### src/rtl/cmap_pkg.sv
package cmap_pkg;
  typedef enum logic [1:0] {
    MODE_BOOT = 2'd0,
    MODE_GAME = 2'd1,
    MODE_PASS = 2'd2
  } run_mode_e;

  localparam logic [15:0] ADR_SLOT   = 16'h1100;
  localparam logic [15:0] ADR_START  = 16'h3100;
  localparam logic [15:0] ADR_VIEW   = 16'h4100;

  localparam logic [7:0]  RAM_KEY    = 8'h0A;
  localparam logic [7:0]  CODE_GAME  = 8'hDB;
  localparam logic [7:0]  CODE_PASS  = 8'hC0;
  localparam logic [7:0]  SLOT_PASS  = 8'h08;
  localparam logic [7:0]  SLOT_DIR   = 8'h80;
  localparam logic [7:0]  VIEW_DIR   = 8'h90;
endpackage

### src/rtl/cmap_cfg.sv
module cmap_cfg
  import cmap_pkg::*;
(
  input  logic        clk,
  input  logic        rst,
  input  logic        wr_en,
  input  logic [15:0] addr,
  input  logic [7:0]  din,
  output run_mode_e   mode,
  output logic [7:0]  slot_sel,
  output logic        dir_sel,
  output logic        cfg_claim
);
  run_mode_e  mode_q;
  logic [7:0] slot_q;
  logic [7:0] view_q;
  logic [7:0] arm_code_q;
  logic       armed_q;
  logic       locked;
  logic       hit_slot, hit_start, hit_view;

  assign locked    = (mode_q != MODE_BOOT);
  assign hit_slot  = !locked && (addr == ADR_SLOT);
  assign hit_start = !locked && (addr == ADR_START);
  assign hit_view  = !locked && (addr == ADR_VIEW);
  assign cfg_claim = hit_slot || hit_start || hit_view;

  always_ff @(posedge clk) begin
    if (rst) begin
      mode_q     <= MODE_BOOT;
      slot_q     <= 8'h00;
      view_q     <= 8'h00;
      arm_code_q <= 8'h00;
      armed_q    <= 1'b0;
    end else if (wr_en) begin
      if (hit_slot) slot_q <= din;
      if (hit_view) view_q <= din;
      if (hit_start) begin
        if (armed_q && (din == arm_code_q)) begin
          armed_q <= 1'b0;
          if (din == CODE_GAME)
            mode_q <= MODE_GAME;
          else if ((din == CODE_PASS) && (slot_q == SLOT_PASS))
            mode_q <= MODE_PASS;
        end else begin
          armed_q    <= 1'b1;
          arm_code_q <= din;
        end
      end
    end
  end

  assign mode     = mode_q;
  assign slot_sel = slot_q;
  assign dir_sel  = (slot_q == SLOT_DIR) && (view_q == VIEW_DIR);

  AST_START_NEEDS_ARM: assert property (@(posedge clk) disable iff (rst)
    ((mode_q != MODE_BOOT) && ($past(mode_q) == MODE_BOOT)) |-> $past(armed_q));

  AST_LOCK_HOLD: assert property (@(posedge clk) disable iff (rst)
    (mode_q != MODE_BOOT) |=> ((mode_q == $past(mode_q)) && $stable(slot_q)));
endmodule

### src/rtl/cmap_mbc.sv
module cmap_mbc
  import cmap_pkg::*;
#(
  parameter int ROM_BANK_BITS = 9,
  parameter int RAM_BANK_BITS = 2
) (
  input  logic                     clk,
  input  logic                     rst,
  input  logic                     wr_en,
  input  logic [3:0]               addr_hi,
  input  logic [7:0]               din,
  output logic                     ram_en,
  output logic [ROM_BANK_BITS-1:0] rom_bank,
  output logic [RAM_BANK_BITS-1:0] ram_bank
);
  localparam int HI_BITS = ROM_BANK_BITS - 8;

  always_ff @(posedge clk) begin
    if (rst) begin
      ram_en   <= 1'b0;
      rom_bank <= ROM_BANK_BITS'(1);
      ram_bank <= '0;
    end else if (wr_en) begin
      case (addr_hi)
        4'h0, 4'h1: ram_en <= (din == RAM_KEY);
        4'h2:       rom_bank[7:0] <= din;
        4'h3:       rom_bank[ROM_BANK_BITS-1:8] <= din[HI_BITS-1:0];
        4'h4, 4'h5: ram_bank <= din[RAM_BANK_BITS-1:0];
        default: ;
      endcase
    end
  end

  AST_BANK_HOLD: assert property (@(posedge clk) disable iff (rst)
    !wr_en |=> $stable(rom_bank));
endmodule

### src/rtl/cmap_xlat.sv
module cmap_xlat
  import cmap_pkg::*;
#(
  parameter int ROM_SLOT_BITS  = 4,
  parameter int SRAM_SLOT_BITS = 4,
  parameter int SLOT_AW        = 19,
  parameter int SAVE_AW        = 15,
  parameter int ROM_BANK_BITS  = 9,
  parameter int RAM_BANK_BITS  = 2,
  parameter int BOOT_PERIOD    = 'h2800,
  parameter int DIR_BASE       = 'h8000,
  localparam int AREA_W        = ROM_SLOT_BITS + SLOT_AW,
  localparam int FA_W          = AREA_W + 1,
  localparam int SA_W          = SRAM_SLOT_BITS + SAVE_AW
) (
  input  logic                     clk,
  input  logic                     rst,
  input  run_mode_e                mode,
  input  logic [7:0]               slot_sel,
  input  logic                     dir_sel,
  input  logic                     ram_en,
  input  logic [ROM_BANK_BITS-1:0] rom_bank,
  input  logic [RAM_BANK_BITS-1:0] ram_bank,
  input  logic [14:0]              addr,
  input  logic                     rom_cs,
  input  logic                     ram_cs,
  output logic [FA_W-1:0]          flash_addr,
  output logic                     flash_ce,
  output logic [SA_W-1:0]          sram_addr,
  output logic                     sram_ce,
  output logic                     cart_pass
);
  localparam int ROM_WIN_AW = 14;
  localparam int RAM_WIN_AW = 13;

  logic [ROM_SLOT_BITS-1:0]  rom_slot;
  logic [SRAM_SLOT_BITS-1:0] save_slot;
  logic [AREA_W-1:0]         game_off, sys_off, win_off;
  logic [15:0]               mirror;
  logic [FA_W-1:0]           fa_next;
  logic [SA_W-1:0]           sa_next;
  logic                      dir_active;

  assign rom_slot   = slot_sel[ROM_SLOT_BITS-1:0];
  assign save_slot  = slot_sel[4 +: SRAM_SLOT_BITS];
  assign dir_active = dir_sel && ram_en && (mode == MODE_BOOT);

  always_comb begin
    mirror   = {1'b0, addr} % 16'(BOOT_PERIOD);
    win_off  = addr[14] ? (AREA_W'(rom_bank) << ROM_WIN_AW) : '0;
    game_off = (AREA_W'(rom_slot) << SLOT_AW) + win_off
             + AREA_W'(addr[ROM_WIN_AW-1:0]);
    if (dir_active && !addr[14])
      sys_off = AREA_W'(DIR_BASE) + AREA_W'(addr[ROM_WIN_AW-1:0]);
    else
      sys_off = AREA_W'(mirror);
    fa_next = (mode == MODE_BOOT) ? {1'b1, sys_off} : {1'b0, game_off};
    sa_next = (SA_W'(save_slot) << SAVE_AW) + (SA_W'(ram_bank) << RAM_WIN_AW)
            + SA_W'(addr[RAM_WIN_AW-1:0]);
  end

  always_ff @(posedge clk) begin
    if (rst) begin
      flash_addr <= '0;
      flash_ce   <= 1'b0;
      sram_addr  <= '0;
      sram_ce    <= 1'b0;
      cart_pass  <= 1'b0;
    end else begin
      flash_addr <= fa_next;
      flash_ce   <= rom_cs && (mode != MODE_PASS);
      sram_addr  <= sa_next;
      sram_ce    <= ram_cs && ram_en && (mode != MODE_PASS);
      cart_pass  <= (mode == MODE_PASS);
    end
  end

  AST_PASS_QUIET: assert property (@(posedge clk) disable iff (rst)
    cart_pass |-> (!flash_ce && !sram_ce));

  AST_SRAM_GATED: assert property (@(posedge clk) disable iff (rst)
    sram_ce |-> ($past(ram_en) && $past(ram_cs)));

  AST_FLASH_FOLLOWS_CS: assert property (@(posedge clk) disable iff (rst)
    flash_ce |-> $past(rom_cs));
endmodule

### src/rtl/cart_mapper.sv
module cart_mapper
  import cmap_pkg::*;
#(
  parameter int ROM_SLOT_BITS  = 4,
  parameter int SRAM_SLOT_BITS = 4,
  parameter int SLOT_AW        = 19,
  parameter int SAVE_AW        = 15,
  parameter int ROM_BANK_BITS  = 9,
  parameter int RAM_BANK_BITS  = 2,
  parameter int BOOT_PERIOD    = 'h2800,
  parameter int DIR_BASE       = 'h8000,
  localparam int FA_W          = ROM_SLOT_BITS + SLOT_AW + 1,
  localparam int SA_W          = SRAM_SLOT_BITS + SAVE_AW
) (
  input  logic            clk,
  input  logic            rst,
  input  logic [15:0]     bus_addr,
  input  logic [7:0]      bus_din,
  input  logic            bus_wr,
  input  logic            rom_cs,
  input  logic            ram_cs,
  output logic [FA_W-1:0] flash_addr,
  output logic            flash_ce,
  output logic [SA_W-1:0] sram_addr,
  output logic            sram_ce,
  output logic            cart_pass
);
  run_mode_e                mode;
  logic [7:0]               slot_sel;
  logic                     dir_sel, cfg_claim, wr_en, mbc_wr, ram_en;
  logic [ROM_BANK_BITS-1:0] rom_bank;
  logic [RAM_BANK_BITS-1:0] ram_bank;

  assign wr_en  = bus_wr && !bus_addr[15];
  assign mbc_wr = wr_en && !cfg_claim;

  cmap_cfg u_cfg (
    .clk(clk), .rst(rst), .wr_en(wr_en), .addr(bus_addr), .din(bus_din),
    .mode(mode), .slot_sel(slot_sel), .dir_sel(dir_sel), .cfg_claim(cfg_claim)
  );

  cmap_mbc #(
    .ROM_BANK_BITS(ROM_BANK_BITS), .RAM_BANK_BITS(RAM_BANK_BITS)
  ) u_mbc (
    .clk(clk), .rst(rst), .wr_en(mbc_wr), .addr_hi(bus_addr[15:12]),
    .din(bus_din), .ram_en(ram_en), .rom_bank(rom_bank), .ram_bank(ram_bank)
  );

  cmap_xlat #(
    .ROM_SLOT_BITS(ROM_SLOT_BITS), .SRAM_SLOT_BITS(SRAM_SLOT_BITS),
    .SLOT_AW(SLOT_AW), .SAVE_AW(SAVE_AW), .ROM_BANK_BITS(ROM_BANK_BITS),
    .RAM_BANK_BITS(RAM_BANK_BITS), .BOOT_PERIOD(BOOT_PERIOD), .DIR_BASE(DIR_BASE)
  ) u_xlat (
    .clk(clk), .rst(rst), .mode(mode), .slot_sel(slot_sel), .dir_sel(dir_sel),
    .ram_en(ram_en), .rom_bank(rom_bank), .ram_bank(ram_bank),
    .addr(bus_addr[14:0]), .rom_cs(rom_cs), .ram_cs(ram_cs),
    .flash_addr(flash_addr), .flash_ce(flash_ce), .sram_addr(sram_addr),
    .sram_ce(sram_ce), .cart_pass(cart_pass)
  );
endmodule

### config.mk
export PLATFORM = sky130hd
export DESIGN_NAME = cart_mapper
export DESIGN_NICKNAME = d
export VERILOG_FILES = /design/src/rtl/cmap_pkg.sv /design/src/rtl/cmap_cfg.sv /design/src/rtl/cmap_mbc.sv /design/src/rtl/cmap_xlat.sv /design/src/rtl/cart_mapper.sv
export SDC_FILE = /design/constraint.sdc
export NUM_CORES = 1
export LEC_CHECK = 0
export ABC_CLOCK_PERIOD_IN_PS = 2500
export BUFFER_PORTS_ARGS = -buffer_cell sky130_fd_sc_hd__buf_2
export CAP_MARGIN = 20
export CORE_UTILIZATION = 51
export CTS_BUF_LIST = sky130_fd_sc_hd__clkbuf_16
export CTS_CLUSTER_DIAMETER = 150
export DETAILED_ROUTE_END_ITERATION = 8
export GPL_TIMING_DRIVEN = 0
export PLACE_DENSITY = 0.87
export SYNTH_ARGS = -nofsm -noshare
export SYNTH_HDL_FRONTEND = slang
export SYNTH_HIERARCHICAL = 1
export SYNTH_SLANG_ARGS = --single-unit
### constraint.sdc
create_clock -name clk -period 2.5 [get_ports clk]
set_clock_uncertainty 0.15 [all_clocks]
set_input_delay 0.25 -clock clk [delete_from_list [all_inputs] [get_ports clk]]
set_output_delay 0.25 -clock clk [all_outputs]
set_load 0.02 [all_outputs]
==> results of run 1 <==
==> registers in the layout, indices dropped and copies added (netlist names) <==
| name | count |
|---|---|
| u_cfg/armed_q | 1 |
| u_xlat/flash_addr | 21 |
| u_mbc/rom_bank | 9 |
| u_cfg/arm_code_q | 8 |
| u_mbc/ram_en | 1 |
| u_xlat/cart_pass | 1 |
| u_mbc/ram_bank | 2 |
| u_cfg/slot_sel | 8 |
| u_xlat/sram_addr | 19 |
| u_xlat/sram_ce | 1 |
| u_cfg/view_q | 8 |
| u_cfg/mode | 2 |
| u_xlat/flash_ce | 1 |
==> power groups by stage <==
| stage | Clock, uW | Sequential, uW | Combinational (uW) |
|---|---|---|---|
| floorplan | 0 | 1400 | 88.5 |
| global placement | 0 | 1370 | 210 |
| detailed placement | 0 | 1370 | 215 |
| CTS | 1280 | 1340 | 218 |
| global route | 1330 | 1340 | 236 |
| finish | 1260 | 1340 | 219 |
==> cells in the final DEF (no fill, tap or decap), types with 3 or more instances in the layout <==
master / count
sky130_fd_sc_hd__nand4_1: 3
sky130_fd_sc_hd__nor3_1: 9
sky130_fd_sc_hd__nand2_1: 23
sky130_fd_sc_hd__buf_6: 3
sky130_fd_sc_hd__and4bb_1: 3
sky130_fd_sc_hd__clkbuf_16: 9
sky130_fd_sc_hd__and3_1: 5
sky130_fd_sc_hd__nor3_2: 3
sky130_fd_sc_hd__xor2_1: 9
sky130_fd_sc_hd__nor3b_1: 4
sky130_fd_sc_hd__buf_2: 77
sky130_fd_sc_hd__ha_1: 3
sky130_fd_sc_hd__buf_4: 6
sky130_fd_sc_hd__nor2_1: 34
sky130_fd_sc_hd__and2_1: 4
sky130_fd_sc_hd__nor2b_1: 27
sky130_fd_sc_hd__dfxtp_1: 82
sky130_fd_sc_hd__o21ai_0: 4
sky130_fd_sc_hd__nor4_1: 4
sky130_fd_sc_hd__mux2i_1: 36
sky130_fd_sc_hd__a21oi_1: 7
sky130_fd_sc_hd__nor4b_1: 4
sky130_fd_sc_hd__inv_1: 7
sky130_fd_sc_hd__clkinv_4: 3
==> critical path, cell delays in order, from the launching register on <==
cell	delay, ns
sky130_fd_sc_hd__dfxtp_1	0.32
sky130_fd_sc_hd__or4_1	0.51
sky130_fd_sc_hd__nor3_1	0.24
sky130_fd_sc_hd__nand3_1	0.13
sky130_fd_sc_hd__nor4_1	0.26
sky130_fd_sc_hd__nand2_1	0.16
sky130_fd_sc_hd__nand2_1	0.14
sky130_fd_sc_hd__mux2i_1	0.19
sky130_fd_sc_hd__o22ai_1	0.10
==> metal layers <==
metal / global-route usage (%) / up-vias / share of wire, %
met5: 0 / - / 0
met3: 5.17 / 15 / 5.8
met1: 26.5 / 1214 / 44
met2: 36.0 / 93 / 48
met4: 10.5 / 0 / 1.6
li1: - / 1270 / -
==> kinds of logic after synthesis <==
group / after synthesis / share of synthesized area [%]
compound gates: 21 / 4.60
xor+xnor: 11 / 2.88
fa+ha+maj: 4 / 1.72
buf+inv: 24 / 4.75
flops: 82 / 49.1
mux: 36 / 10.8
simple gates: 144 / 26.2
==> timing repair <==
item / 4_1_cts / 5_1_grt
resized for setup: 0 / 0
hold buffers: 2 / 0
hold endpoints to repair: 2 / 0
==> worst paths after layout <==
path,from,endpoint,slack [ns],cells after the start
hold reg to reg,u_mbc/rom_bank[5]$_SDFFE_PP0P_,u_mbc/rom_bank[5]$_SDFFE_PP0P_,0.31,2
setup reg to reg,u_cfg/slot_sel[5]$_SDFFE_PP0P_,u_xlat/flash_addr[11]$_SDFF_PP0_,0.18,8
setup / recovery,u_cfg/slot_sel[5]$_SDFFE_PP0P_,u_xlat/flash_addr[11]$_SDFF_PP0_,0.18,8
hold / removal,bus_addr[7],u_xlat/flash_addr[7]$_SDFF_PP0_,0.006,2
==> area by class of cell <==
cell class | count | area [sq um] | area share [%]
plain buffers | 16 | 129 | 3.13
clock buffers | 9 | 225 | 5.47
clock inverters | 7 | 62.6 | 1.52
inverters | 8 | 30.0 | 0.729
multi-input cells | 216 | 1550 | 37.5
flip-flops and latches | 82 | 1640 | 39.8
well taps | 77 | 96.3 | 2.34
repair buffers | 76 | 390 | 9.47
==> stage by stage <==
| stage | hold WS [ns] | power (uW) | cell area, sq um | util (%) | setup WS (ns) |
|---|---|---|---|---|---|
| 6_report | 0.00566 | 2810 | 4120 | 64.9 | 0.184 |
| 5_1_grt | 0.00579 | 2900 | 4120 | 64.9 | 0.0926 |
| 4_1_cts | 0.000856 | 2840 | 4120 | 64.9 | 0.193 |
| 3_5_place_dp | 0.301 | 1580 | 3810 | 60.0 | 0.220 |
| 3_3_place_gp | 0.296 | 1580 | 3810 | 60.0 | 0.128 |
| 2_1_floorplan | 0.172 | 1490 | 3350 | - | 0.474 |
==> impl_results.rst, run 1 <==
.. list-table::
   :header-rows: 1

   * - Metric
     - Value
   * - Chip width
     - 83.0 um
   * - Dominant cells by area after synthesis
     - sky130_fd_sc_hd__dfxtp_1 (49%), sky130_fd_sc_hd__mux2i_1 (11%), sky130_fd_sc_hd__nor2b_1 (5.0%), sky130_fd_sc_hd__nor2_1 (3.8%), sky130_fd_sc_hd__nand2_1 (2.6%)
   * - Sum of negative setup slack
     - 0 ns
   * - Final setup violation count
     - 0
   * - Fraction of the yosys area taken by sequential cells
     - 49.1%
   * - Yosys warning count
     - 6
   * - Total of flip-flops plus latches after synthesis
     - 82
   * - # clock sinks
     - 82
   * - Final Net Count
     - 442
   * - Die Height
     - 83.0 um
   * - TritonCTS buffer count
     - 9
   * - Max Fanout on Critical Path
     - 3
   * - Post-detailed-route DRC marker count
     - 0
   * - Predominant post-synthesis flop cell
     - sky130_fd_sc_hd__dfxtp_1
   * - Layout filler cell count
     - 494
   * - Clock tree from TritonCTS
     - built
   * - Switch share
     - 25.2%
   * - LEAKAGE
     - 0.00185 uW
   * - Initial Utilization
     - 52.7%
   * - IR drop worst, VDD
     - 559 uV
   * - Number of max-slew violations in the final report
     - 0
   * - Cell count after synthesis
     - 322
   * - Maximum clock path buffer count
     - 2
   * - Core Rows
     - 29
   * - Power share of the combinational group
     - 7.8%
   * - Net Count, Synth
     - 355
   * - Wire length of the first global-routing pass
     - 11.8 mm
   * - Floorplan core area
     - 0.00635 sq mm
   * - Total wirelength of the detailed-routed design
     - 7.09 mm
   * - Cell Count Post-Placement
     - 473
   * - Vias in the first global route
     - 2,506
   * - Max-cap violations
     - 0
   * - Unrepaired setup endpoints after global routing
     - false
   * - Hold Violations, Final
     - 0
   * - Synth async-reset ratio
     - 0%
   * - CP endpoint kind
     - flop
   * - Ports placed on the boundary
     - 75
   * - Post-DP HPWL
     - 5.20 mm
   * - Initial antenna violation count
     - 0
   * - Via-per-instance ratio
     - 5.28
   * - Final period utilization
     - 92.6%
   * - Root buf cell
     - sky130_fd_sc_hd__clkbuf_16
   * - Classification of the worst-slack hold path
     - primary input to flop
   * - Pin count of the biggest net entering global routing
     - 17
   * - Max Clk Rate
     - 432 MHz
   * - Global route overflow
     - 0
   * - Synth-to-Final Area Change
     - 23.1%
   * - Result of the run
     - complete, no violations
   * - Arrival time at the worst endpoint
     - 2.39 ns
   * - GRT Total Usage
     - 21.7%
   * - Diodes inserted
     - 0
   * - Net switching power
     - 709 uW
   * - Count of antenna-violating nets left after detailed routing
     - 0
   * - Iteration-0 DRC count of the detailed router
     - 107
   * - Drt first pass iters
     - 4
   * - Share of total power in the clock network
     - 44.7%
   * - Post-CTS setup-driven buffer insertion count
     - 0
   * - Vias
     - 2,592
   * - Slew at the pin closest to its max-slew limit
     - 0.599 ns
   * - Count of flip-flops with a built-in enable after synthesis
     - 0
   * - Port Buf Inserts
     - 74
   * - Fraction of layout instances using a drive strength above 1
     - 29.7%
   * - Source-to-sink clock delay at the later pin of the worst-skew pair
     - 0.34 ns
   * - Pwr/cell area
     - 683 mW/mm^2
   * - Area share of the largest cell type after synthesis
     - 49.1%
   * - Required time of the critical path
     - 2.57 ns
   * - Clock-pin transition on the worst setup and hold timing paths
     - 0.07 ns
   * - Mean instance size in the synthesized netlist
     - 10.4 sq um
   * - Time the final worst path needs with I/O delays and setup
     - 2.32 ns
   * - Routed WL per cell
     - 14.4 um
   * - Relative contribution of sequential cells to total power
     - 47.5%
   * - Routability congestion estimate from global placement
     - 0.812
   * - Worst slew margin relative to its limit
     - 60.1%
   * - Cell with the most instances after synthesis
     - sky130_fd_sc_hd__dfxtp_1
   * - Setup Crit Path Kind
     - flop to flop
   * - Cell-internal power
     - 2100 uW
   * - Die area
     - 0.00689 sq mm
   * - Count of cell types in the netlist
     - 52
   * - Combined area of all synthesized cells
     - 0.00335 sq mm
   * - Ranking of synthesized cells by instance count
     - sky130_fd_sc_hd__dfxtp_1 (82), sky130_fd_sc_hd__mux2i_1 (36), sky130_fd_sc_hd__nor2_1 (34)
   * - Number of standard cells in the layout, taps in and fillers out
     - 491
   * - Launching element type of the critical path
     - flop
   * - Total number of H-tree levels
     - 3
   * - Largest area contributor in the synthesized netlist
     - sky130_fd_sc_hd__dfxtp_1
Power figures use the tool's default switching activity.
==> run 2, diff against run 1 <==
--- a/config.mk
+++ b/config.mk
@@ -13,6 +13,7 @@
 export CTS_CLUSTER_DIAMETER = 150
 export DETAILED_ROUTE_END_ITERATION = 8
 export GPL_TIMING_DRIVEN = 0
+export MAX_ROUTING_LAYER = met4
 export PLACE_DENSITY = 0.87
 export SYNTH_ARGS = -nofsm -noshare
 export SYNTH_HDL_FRONTEND = slang
==> impl_results.rst, run 2 (same netlist as run 1, synthesis figures left out) <==
.. list-table::
   :header-rows: 1

   * - Metric
     - Value
   * - Result of the run
     - complete, no violations
   * - GR Util met3
     - 6.06% (+0.89 points)
   * - Cell Count Post-Placement
     - 473 (unchanged)
   * - LEAKAGE
     - 0.00185 uW (unchanged)
   * - Max Fanout on Critical Path
     - 3 (unchanged)
   * - Fraction of layout instances using a drive strength above 1
     - 29.7% (unchanged)
   * - Iteration-0 DRC count of the detailed router
     - 118 (+10%)
   * - Arrival time at the worst endpoint
     - 2.38 ns (about the same)
   * - Pin count of the biggest net entering global routing
     - 17 (unchanged)
   * - Core Rows
     - 29 (unchanged)
   * - Slew at the pin closest to its max-slew limit
     - 0.606 ns (+0.00695 ns)
   * - Time the final worst path needs with I/O delays and setup
     - 2.31 ns (-0.0102 ns)
   * - Final setup margin
     - 0.194 ns (+0.0102 ns)
   * - Longest individual stage delay on the worst path
     - 0.51 ns (about the same)
   * - Met2 demand-to-capacity share in global routing
     - 36.0% (unchanged)
   * - Clock-pin transition on the worst setup and hold timing paths
     - 0.07 ns (about the same)
   * - Via-per-instance ratio
     - 5.30 (+0.39%)
   * - Floorplan core area
     - 0.00635 sq mm (unchanged)
   * - Worst slew margin relative to its limit
     - 59.6% (-0.46 points)
   * - Classification of the worst-slack hold path
     - primary input to flop
   * - Chip width
     - 83.0 um (unchanged)
   * - Wire length of the first global-routing pass
     - 11.8 mm (+0.12%)
   * - Die area
     - 0.00689 sq mm (unchanged)
   * - Unrepaired setup endpoints after global routing
     - false
   * - Total wirelength of the detailed-routed design
     - 7.08 mm (about the same)
   * - Sum of buffers and inverters on the critical path
     - 0 (unchanged)
   * - Max-cap violations
     - 0 (unchanged)
   * - Cell chain of the critical path
     - or4_1 > nor3_1 > nand3_1 > nor4_1 > nand2_1 > nand2_1 > mux2i_1 > o22ai_1
   * - TritonCTS buffer count
     - 9 (unchanged)
   * - Final setup violation count
     - 0 (unchanged)
   * - Final period utilization
     - 92.2% (-0.41 points)
   * - Register-to-register setup slack
     - 0.19 ns (about the same)
   * - Final Net Count
     - 442 (unchanged)
   * - Synth-to-Final Area Change
     - 23.1% (unchanged)
   * - Routed WL per cell
     - 14.4 um (about the same)
   * - Source-to-sink clock delay at the later pin of the worst-skew pair
     - 0.34 ns (about the same)
   * - Met1 Track Usage GR
     - 26.6% (+0.19 points)
   * - Maximum clock path buffer count
     - 2 (unchanged)
   * - IR drop worst, VDD
     - 558 uV (-0.24%)
   * - Setup Crit Path Kind
     - flop to flop
   * - Largest regs
     - u_xlat/flash_addr: 21 flops, u_xlat/sram_addr: 19 flops, u_mbc/rom_bank: 9 flops
   * - Ports placed on the boundary
     - 75 (unchanged)
   * - Power, Total
     - 2810 uW (-0.13%)
   * - Post-cts sizing count
     - 0 (unchanged)
   * - Max Clk Rate
     - 434 MHz (+0.44%)
   * - Routability congestion estimate from global placement
     - 0.824 (+1.5%)
   * - Diodes inserted
     - 0 (unchanged)
   * - Launching element type of the critical path
     - flop
   * - Peak-usage layer in the global routing report
     - met2
   * - Vias
     - 2,602 (+0.39%)
   * - # clock sinks
     - 82 (unchanged)
   * - Initial antenna violation count
     - 0 (unchanged)
   * - Leading cell type in the layout, fill and taps excluded
     - sky130_fd_sc_hd__dfxtp_1
   * - Root buf cell
     - sky130_fd_sc_hd__clkbuf_16
   * - Post-route core utilization
     - 64.9% (unchanged)
   * - Layout filler cell count
     - 494 (unchanged)
   * - Total number of H-tree levels
     - 3 (unchanged)
   * - Count of antenna-violating nets left after detailed routing
     - 0 (unchanged)
   * - Hold buffers post-CTS
     - 2 (unchanged)
   * - Worst-case setup slack after placement
     - 0.220 ns (unchanged)
   * - Area of the multi-input gates
     - 0.00155 sq mm (unchanged)
   * - FF+latch area
     - 0.00164 sq mm (unchanged)
   * - Clock tree from TritonCTS
     - built
   * - Slowest CP cell
     - sky130_fd_sc_hd__or4_1
   * - Highest-count cells in the layout ignoring fill and taps
     - sky130_fd_sc_hd__dfxtp_1 (82), sky130_fd_sc_hd__buf_2 (77), sky130_fd_sc_hd__mux2i_1 (36)
   * - Most numerous cell on the critical path
     - sky130_fd_sc_hd__nand2_1
   * - Number of standard cells in the layout, taps in and fillers out
     - 491 (unchanged)
   * - Pwr/cell area
     - 682 mW/mm^2 (-0.13%)
   * - Global route overflow
     - 0 (unchanged)
   * - Number of flip-flops under the largest register name
     - 21 (unchanged)
   * - Initial Utilization
     - 52.7% (unchanged)
   * - Post-DP HPWL
     - 5.20 mm (unchanged)
   * - Drt first pass iters
     - 4 (unchanged)
   * - Post-detailed-route DRC marker count
     - 0 (unchanged)
   * - Required time of the critical path
     - 2.57 ns (about the same)
   * - Post-CTS setup-driven buffer insertion count
     - 0 (unchanged)
   * - Hold Violations, Final
     - 0 (unchanged)
   * - Port Buf Inserts
     - 74 (unchanged)
   * - Register ranked first by flip-flop count
     - u_xlat/flash_addr
   * - Die Height
     - 83.0 um (unchanged)
   * - Sum of negative setup slack
     - 0 ns (unchanged)
   * - CP top delay family
     - simple AND/OR/NAND/NOR gates
   * - Number of max-slew violations in the final report
     - 0 (unchanged)
   * - GRT Total Usage
     - 22.3% (+0.63 points)
   * - CP endpoint kind
     - flop
   * - Vias in the first global route
     - 2,508 (+0.080%)
## run 2: cell counts in the layout (fill, tap and decap cells not counted)
No cell type changed its count.
## run 2: layer usage
layer / part of all wire [%] / up-vias
met4: 1.8 / 0
met3: 5.2 / 14
met1: 45 / 1227
met2: 48 / 91
met5: 0 / -
li1: - / 1270
## run 2: path summary, 6_finish.rpt
| path | from | to | cells past startpoint |
|---|---|---|---|
| worst max-delay path | u_cfg/slot_sel[5]$_SDFFE_PP0P_ | u_xlat/flash_addr[11]$_SDFF_PP0_ | 8 |
| worst min-delay path | bus_addr[7] | u_xlat/flash_addr[7]$_SDFF_PP0_ | 2 |
| worst max register to register | u_cfg/slot_sel[5]$_SDFFE_PP0P_ | u_xlat/flash_addr[11]$_SDFF_PP0_ | 8 |
| worst min register to register | u_mbc/rom_bank[5]$_SDFFE_PP0P_ | u_mbc/rom_bank[5]$_SDFFE_PP0P_ | 2 |
## run 2: power by group
group	switching, uW	total [uW]	internal, uW
Clock	563	1250	691
Sequential	6.25	1340	1330
Combinational	137	220	83.1
Total	706	2810	2100
## run 2: final cells by class
cell class	count	share of cell area (%)
repair buffers	76	9.47
clock buffers	9	5.47
flip-flops and latches	82	39.8
plain buffers	16	3.13
multi-input cells	216	37.5
well taps	77	2.34
clock inverters	7	1.52
inverters	8	0.729
## run 2: per-stage QoR
| step | area (sq um) | hold WS (ns) |
|---|---|---|
| 3_5_place_dp | 3810 | 0.301 |
| 2_1_floorplan | 3350 | 0.172 |
| 3_3_place_gp | 3810 | 0.296 |
| 6_report | 4120 | 0.00861 |
| 5_1_grt | 4120 | 0.00383 |
| 4_1_cts | 4120 | 0.000856 |
==> run 3, diff against run 2 <==
--- a/config.mk
+++ b/config.mk
@@ -12,7 +12,6 @@
 export CTS_BUF_LIST = sky130_fd_sc_hd__clkbuf_16
 export CTS_CLUSTER_DIAMETER = 150
 export DETAILED_ROUTE_END_ITERATION = 8
-export GPL_TIMING_DRIVEN = 0
 export MAX_ROUTING_LAYER = met4
 export PLACE_DENSITY = 0.87
 export SYNTH_ARGS = -nofsm -noshare
==> impl_results.rst, run 3 (same netlist as run 1, synthesis figures left out) <==
.. list-table::
   :header-rows: 1

   * - Metric
     - Value
   * - Synth-to-Final Area Change
     - 21.0%
   * - Ports placed on the boundary
     - 75 (unchanged)
   * - Post-DP HPWL
     - 5.04 mm (-3.1%)
   * - CP top delay family
     - simple AND/OR/NAND/NOR gates
   * - Final period utilization
     - 96.1% (+3.9 points)
   * - Sum of buffers and inverters on the critical path
     - 0 (unchanged)
   * - Largest regs
     - u_xlat/flash_addr: 21 flops, u_xlat/sram_addr: 19 flops, u_mbc/rom_bank: 9 flops
   * - Floorplan core area
     - 0.00635 sq mm (unchanged)
   * - CP endpoint kind
     - flop
   * - Pwr/cell area
     - 723 mW/mm^2 (+6.1%)
   * - Final setup violation count
     - 0 (unchanged)
   * - Register ranked first by flip-flop count
     - u_xlat/flash_addr
   * - Cell chain of the critical path
     - or4_1 > nor3_1 > nand3_1 > nor4_1 > nand2_1 > nand2_1 > mux2i_1 > o22ai_1
   * - Drt first pass iters
     - 4 (unchanged)
   * - Required time of the critical path
     - 2.55 ns (-0.02 ns)
   * - Highest-count cells in the layout ignoring fill and taps
     - sky130_fd_sc_hd__dfxtp_1 (82), sky130_fd_sc_hd__buf_2 (74), sky130_fd_sc_hd__mux2i_1 (36)
   * - Maximum clock path buffer count
     - 2 (unchanged)
   * - Final Net Count
     - 430 (-2.7%)
   * - IR drop worst, VDD
     - 584 uV (+4.8%)
   * - Classification of the worst-slack hold path
     - primary input to flop
   * - # clock sinks
     - 82 (unchanged)
   * - Wire length of the first global-routing pass
     - 11.6 mm (-1.8%)
   * - Arrival time at the worst endpoint
     - 2.45 ns (+0.07 ns)
   * - Via-per-instance ratio
     - 5.29 (-0.25%)
   * - Initial antenna violation count
     - 0 (unchanged)
   * - Port Buf Inserts
     - 74 (unchanged)
   * - Clock tree from TritonCTS
     - built
   * - Peak-usage layer in the global routing report
     - met2
   * - Die Height
     - 83.0 um (unchanged)
   * - LEAKAGE
     - 0.00182 uW (-2.0%)
   * - Post-route core utilization
     - 63.8% (-1.1 points)
   * - Chip width
     - 83.0 um (unchanged)
   * - Vias in the first global route
     - 2,436 (-2.9%)
   * - Number of max-slew violations in the final report
     - 0 (unchanged)
   * - Pin count of the biggest net entering global routing
     - 37 (+20)
   * - Longest individual stage delay on the worst path
     - 0.51 ns (about the same)
   * - Launching element type of the critical path
     - flop
   * - Routability congestion estimate from global placement
     - 0.841 (+2.0%)
   * - GRT Total Usage
     - 22.0% (-0.32 points)
   * - Worst slew margin relative to its limit
     - 59.7% (+0.15 points)
   * - Iteration-0 DRC count of the detailed router
     - 123 (+4.2%)
   * - Source-to-sink clock delay at the later pin of the worst-skew pair
     - 0.33 ns (about the same)
   * - Max Clk Rate
     - 416 MHz (-4.0%)
   * - TritonCTS buffer count
     - 9 (unchanged)
   * - Global route overflow
     - 0 (unchanged)
   * - Fin area
     - 0.00405 sq mm (-1.7%)
   * - Routed WL per cell
     - 14.8 um (+2.3%)
   * - Count of antenna-violating nets left after detailed routing
     - 0 (unchanged)
   * - Sum of negative setup slack
     - 0 ns (unchanged)
   * - Max Fanout on Critical Path
     - 3 (unchanged)
   * - GR Util met3
     - 4.97% (-1.1 points)
   * - Slowest CP cell
     - sky130_fd_sc_hd__or4_1
   * - Post-detailed-route DRC marker count
     - 0 (unchanged)
   * - Unrepaired setup endpoints after global routing
     - false
   * - Met2 demand-to-capacity share in global routing
     - 36.2% (+0.22 points)
   * - Post-cts sizing count
     - 0 (unchanged)
   * - Most numerous cell on the critical path
     - sky130_fd_sc_hd__nand2_1
   * - Total number of H-tree levels
     - 3 (unchanged)
   * - Clock-pin transition on the worst setup and hold timing paths
     - 0.06 ns (about the same)
   * - Vias
     - 2,532 (-2.7%)
   * - Result of the run
     - complete, no violations
   * - Core Rows
     - 29 (unchanged)
   * - Placed inst area
     - 0.00372 sq mm (-2.4%)
   * - Root buf cell
     - sky130_fd_sc_hd__clkbuf_16
   * - Max-cap violations
     - 0 (unchanged)
   * - Number of flip-flops under the largest register name
     - 21 (unchanged)
   * - Post-CTS setup-driven buffer insertion count
     - 0 (unchanged)
   * - Time the final worst path needs with I/O delays and setup
     - 2.40 ns (+0.0966 ns)
   * - Leading cell type in the layout, fill and taps excluded
     - sky130_fd_sc_hd__dfxtp_1
   * - Hold Violations, Final
     - 0 (unchanged)
   * - Initial Utilization
     - 52.7% (unchanged)
   * - Total wirelength of the detailed-routed design
     - 7.07 mm (-0.20%)
   * - Slew at the pin closest to its max-slew limit
     - 0.604 ns (-0.00220 ns)
   * - Fraction of layout instances using a drive strength above 1
     - 28.4% (-1.4 points)
   * - Diodes inserted
     - 0 (unchanged)
   * - Met1 Track Usage GR
     - 26.1% (-0.55 points)
   * - Setup Crit Path Kind
     - flop to flop
   * - Die area
     - 0.00689 sq mm (unchanged)
==> run 3: cell types whose count changed in the layout (fill, tap and decap cells not counted), sizes merged <==
cell | previous run | this run
bufinv | 0 | 2
buf | 86 | 79
clkinvlp | 1 | 0
dlygate4sd3 | 2 | 1
clkbuf | 13 | 9
inv | 11 | 9
clkinv | 3 | 4
==> run 3: repair_timing <==
item,CTS,global route
setup endpoints to repair,0,0
hold buffers,1,0
endpoints found under the hold margin,1,0
==> run 3: power by group <==
group	internal, uW	switching, uW	total, uW
sequential	1330	6.15	1340
combinational	72.1	133	205
clock	873	513	1390
total	2280	652	2930
==> run 3: routing by layer <==
layer  share of wire [%]  routed length, um  up-vias
met5                   0                  0        -
met4                 1.6                116        0
met3                 5.2                367       11
met2                  49               3460       84
met1                  44               3120     1191
li1                    -                  -     1246
==> run 3: worst paths after layout <==
path | from | end | slack, ns | cells past startpoint
max | u_cfg/slot_sel[5]$_SDFFE_PP0P_ | u_xlat/flash_addr[11]$_SDFF_PP0_ | 0.1 | 8
min | ram_cs | u_xlat/sram_ce$_SDFF_PP0_ | 0.02 | 2
max reg2reg | u_cfg/slot_sel[5]$_SDFFE_PP0P_ | u_xlat/flash_addr[11]$_SDFF_PP0_ | 0.1 | 8
min reg2reg | u_mbc/rom_bank[2]$_SDFFE_PP0P_ | u_mbc/rom_bank[2]$_SDFFE_PP0P_ | 0.31 | 2
==> run 3: stage by stage <==
stage	setup slack (ns)	std cells	total power (uW)	hold WS, ns
2_1_floorplan	0.474	322	1490	0.172
3_3_place_gp	0.261	462	1560	0.288
3_5_place_dp	0.210	462	1570	0.299
4_1_cts	0.144	479	2950	0.0180
5_1_grt	0.0406	479	3020	0.0176
6_report	0.0978	479	2930	0.0233
==> run 3: final cells by class <==
class | instances | area, sq um
fill | 499 | 2300
sequential | 82 | 1640
multi-input combinational | 216 | 1550
timing repair buffer | 80 | 418
clock buffer | 9 | 225
tap | 77 | 96.3
clock inverter | 7 | 92.6
inverter | 8 | 30.0
